<file path="src/rtl/wsg_pkg.sv">
package wsg_pkg;

    localparam int ANT_W     = 5;
    localparam int POS_W     = ANT_W + 2;
    localparam int FRAME_LEN = 1 << POS_W;
    localparam int RATE_W    = 2;

    typedef logic [POS_W-1:0] pos_t;
    typedef logic [ANT_W-1:0] ant_t;

    typedef enum logic [2:0] {
        RT_OFF  = 3'b000,
        RT_CH1  = 3'b001,
        RT_CH2  = 3'b010,
        RT_BOTH = 3'b011,
        RT_DUPA = 3'b100,
        RT_DUPB = 3'b101,
        RT_SQ1  = 3'b110,
        RT_SQ2  = 3'b111
    } route_e;

    typedef struct packed {
        ant_t              ant;
        route_e            route;
        logic [RATE_W-1:0] rate;
    } cfg_t;

    // Sequency-ordered Walsh value: parity of position masked by the
    // bit-reversed Gray code of the sequency index.
    function automatic logic walsh_bit(pos_t pos, pos_t seq);
        pos_t gray;
        pos_t rev;
        gray = seq ^ (seq >> 1);
        for (int i = 0; i < POS_W; i++) begin
            rev[i] = gray[POS_W-1-i];
        end
        return ^(pos & rev);
    endfunction

    // Sequency of the even function for a channel: 2*(k+1) or 2*(k+2^ANT_W).
    function automatic pos_t cal_seq(ant_t ant, logic upper);
        pos_t m;
        m = upper ? (pos_t'(ant) + pos_t'(1 << ANT_W)) : (pos_t'(ant) + pos_t'(1));
        return m << 1;
    endfunction

endpackage

</file>
<file path="src/rtl/wsg_bit_timer.sv">
module wsg_bit_timer
    import wsg_pkg::*;
#(
    parameter int BASE_DIV = 4000
) (
    input  logic              clk,
    input  logic              rst,
    input  logic [RATE_W-1:0] rate,
    output logic              tick
);
    localparam int MAX_DIV = BASE_DIV << ((1 << RATE_W) - 1);
    localparam int CNT_W   = $clog2(MAX_DIV);

    logic [CNT_W-1:0] cnt;
    logic [CNT_W-1:0] lim;

    always_comb begin
        lim  = CNT_W'((BASE_DIV << rate) - 1);
        tick = (cnt == lim);
    end

    always_ff @(posedge clk) begin
        if (rst) begin
            cnt <= '0;
        end else if (tick) begin
            cnt <= '0;
        end else begin
            cnt <= cnt + 1'b1;
        end
    end
endmodule

</file>
<file path="src/rtl/wsg_frame_ctr.sv">
module wsg_frame_ctr
    import wsg_pkg::*;
(
    input  logic clk,
    input  logic rst,
    input  logic tick,
    output pos_t pos,
    output logic wrap
);
    assign wrap = tick && (&pos);

    always_ff @(posedge clk) begin
        if (rst) begin
            pos <= '0;
        end else if (tick) begin
            pos <= pos + 1'b1;
        end
    end
endmodule

</file>
<file path="src/rtl/wsg_router.sv">
module wsg_router
    import wsg_pkg::*;
(
    input  cfg_t cfg,
    input  pos_t pos,
    output logic ch1,
    output logic ch2
);
    logic [1:0] fn;
    logic       sq;

    for (genvar c = 0; c < 2; c++) begin : g_fn
        assign fn[c] = walsh_bit(pos, cal_seq(cfg.ant, c == 1));
    end

    assign sq = pos[POS_W-1];

    always_comb begin
        ch1 = 1'b0;
        ch2 = 1'b0;
        unique case (cfg.route)
            RT_OFF:  ;
            RT_CH1:  ch1 = fn[0];
            RT_CH2:  ch2 = fn[1];
            RT_BOTH: begin ch1 = fn[0]; ch2 = fn[1]; end
            RT_DUPA: begin ch1 = fn[0]; ch2 = fn[0]; end
            RT_DUPB: begin ch1 = fn[1]; ch2 = fn[1]; end
            RT_SQ1:  ch1 = sq;
            RT_SQ2:  ch2 = sq;
            default: ;
        endcase
    end
endmodule

</file>
<file path="src/rtl/walsh_seq_gen.sv">
module walsh_seq_gen
    import wsg_pkg::*;
#(
    parameter int BASE_DIV = 4000
) (
    input  logic       clk,
    input  logic       rst,
    input  logic [4:0] ant_id,
    input  logic [2:0] mode_sel,
    input  logic [1:0] rate_sel,
    output logic       ch1_out,
    output logic       ch2_out,
    output logic       frame_mark
);
    cfg_t cfg_in;
    cfg_t cfg_q;
    logic tick;
    logic wrap;
    pos_t pos;

    always_comb begin
        cfg_in.ant   = ant_id;
        cfg_in.route = route_e'(mode_sel);
        cfg_in.rate  = rate_sel;
    end

    // Configuration is taken in only as a new frame starts.
    always_ff @(posedge clk) begin
        if (rst || wrap) begin
            cfg_q <= cfg_in;
        end
    end

    wsg_bit_timer #(.BASE_DIV(BASE_DIV)) u_timer (
        .clk  (clk),
        .rst  (rst),
        .rate (cfg_q.rate),
        .tick (tick)
    );

    wsg_frame_ctr u_frame (
        .clk  (clk),
        .rst  (rst),
        .tick (tick),
        .pos  (pos),
        .wrap (wrap)
    );

    wsg_router u_route (
        .cfg (cfg_q),
        .pos (pos),
        .ch1 (ch1_out),
        .ch2 (ch2_out)
    );

    assign frame_mark = (pos == '0);
endmodule

</file>
<file path="config.mk">
export PLATFORM = sky130hd
export DESIGN_NAME = walsh_seq_gen
export DESIGN_NICKNAME = d
export VERILOG_FILES = /design/src/rtl/wsg_pkg.sv /design/src/rtl/wsg_bit_timer.sv /design/src/rtl/wsg_frame_ctr.sv /design/src/rtl/wsg_router.sv /design/src/rtl/walsh_seq_gen.sv
export SDC_FILE = /design/constraint.sdc
export NUM_CORES = 1
export LEC_CHECK = 0
export ABC_AREA = 1
export BUFFER_PORTS_ARGS = -buffer_cell sky130_fd_sc_hd__buf_4
export CAP_MARGIN = 20
export CORE_MARGIN = 2
export CORE_UTILIZATION = 45
export DETAILED_ROUTE_END_ITERATION = 6
export PLACE_DENSITY_LB_ADDON = 0.08
export SETUP_SLACK_MARGIN = 0.15
export SLEW_MARGIN = 20
export SYNTH_ARGS = -nofsm -noshare
export SYNTH_HDL_FRONTEND = slang
export SYNTH_SLANG_ARGS = --single-unit
</file>
<file path="constraint.sdc">
create_clock -name clk -period 2.2 [get_ports clk]
set_input_delay 0 -clock clk [delete_from_list [all_inputs] [get_ports clk]]
set_output_delay 0 -clock clk [all_outputs]
set_load 0.005 [all_outputs]
</file>
==> impl_results.md <==
* Status: complete, no violations
* DIE AREA at between 0.005 and 0.006 mm2
* Worst min path class: input pin to register
* Gr ovfl total at 0
* Synth Cell Area at ~0.0021 mm2
* Library cells used by synthesis at 31
* Core area at 0.00466 mm2
* Critical Path RT at roughly 2.2 ns
* I/O pins at 15
* Max clock buf depth at 2
* Site Rows at 25
* Met2 Use GR at a little under a third
* Worst setup path class: register to register
* Ys flop type: dfxtp_1
* Fin crit share at 94.3%
* Critical Path Max Stage Delay at approximately 0.44 ns
* Slew Limit Fails at 0
* Max cap viols at 0
* Final hold viol count at 0
* Antenna diode count at 0
* Post-synthesis compound-gate area fraction at between 6 and 7%
* Vias in the first global route at 1,751
* Post-Synth Adder-Cell Area at between 7 and 8%
* CP top delay family: simple AND/OR/NAND/NOR gates
* RSZ-0062 raised after global routing: true
* Main combinational cell family by area after synthesis: simple AND/OR/NAND/NOR gates
* Antenna Violating Nets Remaining at 0
* Clock root cell: clkbuf_8
* Final Core Density at between 50% and 60%
* Drt via density at ~4.9
* Buf/Inv on CP at 2
* Pleak at 1.16 nW
* Setup TNS at 0 ns
* Slew of the pin with the lowest slew margin at around 0.35 ns
* Relative slew slack at between 70% and 80%
* Cells after synthesis at roughly 300
* Synth-to-Final Area Change at 27.4%
* Die Y at 73.0 um
* Most frequent cells in the layout: nand2_1, inv_1, nor2_1
* Initial core utilization at a little under half
* Power per cell area at between 400 and 500 mW/mm2
* Post-DP HPWL at roughly 3400 um
* First-pass GRT wire length at ~7400 um
* XOR/XNOR Fraction of Synth Area at approximately 8.2%
* Layer with the highest usage: met2
* Period minus WS final at 2.07 ns
* Cts bufs inserted at 5
* Sequential share of the synthesized area at between 30% and 40%
* Initial antenna violation count at 0
* Ys Warns at 0
* Power, Total at roughly 1.3 mW
* GR Util All Layers at roughly 18%
* CP max stage cell: edfxtp_1
* Flop2flop setup slack at about 0.13 ns
* Die W at ~73 um
* GR Layer Usage met1 at roughly 20%
* CP endpoint kind: register
* Fraction of final layout cells sized beyond drive strength 1 at 17.5%
* Clock skew at about 0.0065 ns
* CTS sink count at 32
* Drt wl/cell at 11.8 um
* WL final at roughly 4700 um
* Clock slew seen by the registers of the worst setup and hold paths at 0.06 ns
* Yosys reg bits at 32
* H-tree Lvls at 2
* Arrival time worst endpoint at 2.07 ns
* M3 GR Usage at 4.70%
* Simple-gate share of the synthesized area at a little over a third
* Post-synth EDFFs at 10
* Mapped Nets at 330
* Worst-path fanout max at 5
* Inst Count DP at 373
* FILL cells at approximately 440
* Most frequent CP cell: nand2_1
* Fmax at 482 MHz
* CP Launch Type: register
* IO buf count at 14
* First-pass DRT Iterations at 4
* FFs w/ async S/R, synth at 0%
* Layout Cells excl Fill at approximately 400
* DRC Markers at 0
* Synth Area per Inst at between 7 and 8 um2
* Crit path cell chain: inv_2 > ha_4 > nand2_2 > nand2_1 > nor2_1 > nand2_1 > nor2_4 > nand3_2 > o21ai_4 > clkbuf_16
* Post-synthesis mux area share at 0%
* # nets final at approximately 370
* Worst-Skew Late Latency at roughly 0.28 ns
* GPL Wtd Cong at 0.829
* CTS tree: yes
* Worst VDD drop at approximately 0.37 mV
* 1st-iter DRT viols at 95
* Vias at slightly below 2,000
* Commonest non-fill, non-tap cell in the layout: nand2_1
* Largest net degree at the start of global routing at 16
* # setup viols final at 0
## final timing paths
check	startpoint	end	depth (start not counted)
setup / recovery	cfg_q[1]$_DFFE_PP_	cfg_q[6]$_DFFE_PP_	10
hold / removal	mode_sel[0]	cfg_q[2]$_DFFE_PP_	2
setup reg to reg	cfg_q[1]$_DFFE_PP_	cfg_q[6]$_DFFE_PP_	10
hold reg to reg	u_timer.cnt[0]$_SDFF_PP0_	u_timer.cnt[0]$_SDFF_PP0_	1
## stage by stage
| step | cell area, um2 | hold slack, ns | setup slack [ns] |
|---|---|---|---|
| after floorplan | 2140 | 0.0691 | 0.163 |
| after global placement | 2320 | 0.180 | 0.195 |
| after detailed placement | 2320 | 0.181 | 0.152 |
| after CTS | 2520 | 0.435 | 0.179 |
| after global routing | 2730 | 0.441 | 0.0329 |
| final | 2730 | 0.444 | 0.125 |
## worst register-to-register path, stage by stage (launching register included)
cell	delay (ns)
edfxtp_1	0.44
inv_2	0.16
ha_4	0.23
nand2_2	0.07
nand2_1	0.05
nor2_1	0.09
nand2_1	0.10
nor2_4	0.14
nand3_2	0.10
o21ai_4	0.23
clkbuf_16	0.18
## what timing repair did
item / 4_1_cts / 5_1_grt
cloned: 0 / 1
hold buffers: 11 / 0
pin swaps: 0 / 12
resized for setup: 1 / 23
buffers inserted: 1 / 8
endpoints found under the setup margin: 12 / 15
endpoints found under the hold margin: 14 / 0
## layer usage
layer | part of all wire, % | vias up
li1 | - | 1076
met1 | 43 | 851
met2 | 51 | 37
met3 | 3.5 | 10
met4 | 1.9 | 0
met5 | 0 | -
## power by group
group	switching (mW)	leakage (nW)	total (mW)	internal [mW]
clock network	0.202	0.0455	0.456	0.255
registers	0.0147	0.276	0.640	0.625
logic	0.0809	0.838	0.164	0.0831
total	0.297	1.16	1.26	0.963
## flip-flops by register name (all words and copies together), names as in the netlist
name         cells
u_frame.pos      7
u_timer.cnt     15
cfg_q           10
## final cells by class
cell class	count	area (um2)	share of cell area, %
clock buffers	8	90.1	3.30
inverters	38	143	5.22
multi-input cells	232	1350	49.4
flip-flops and latches	32	741	27.1
well taps	54	67.6	2.47
repair buffers	38	343	12.5
## synth_stat cells (2+ instances only)
master	instances	area [um2]
a21oi_1	13	65.1
nand4_1	9	56.3
nor2_1	36	135
xnor2_1	6	52.6
nand2_1	88	330
edfxtp_1	10	300
ha_1	12	150
dfxtp_1	22	440
inv_1	36	135
xor2_1	14	123
nand3_1	27	135
o21ai_0	7	35.0
buf_4	2	15.0
nor3_1	7	35.0
## cells by family (layout without fill, tap and decap cells)
family                     count (synthesis)  in the layout
AOI/OAI and AO/OA                         24             24
xor gates and xnor gates                  20             20
adders and majority gates                 12             12
DFF                                       32             32
and+or+nand+nor                          176            176
buffers and inverters                     42             84
(Power assumes the default switching activity.)
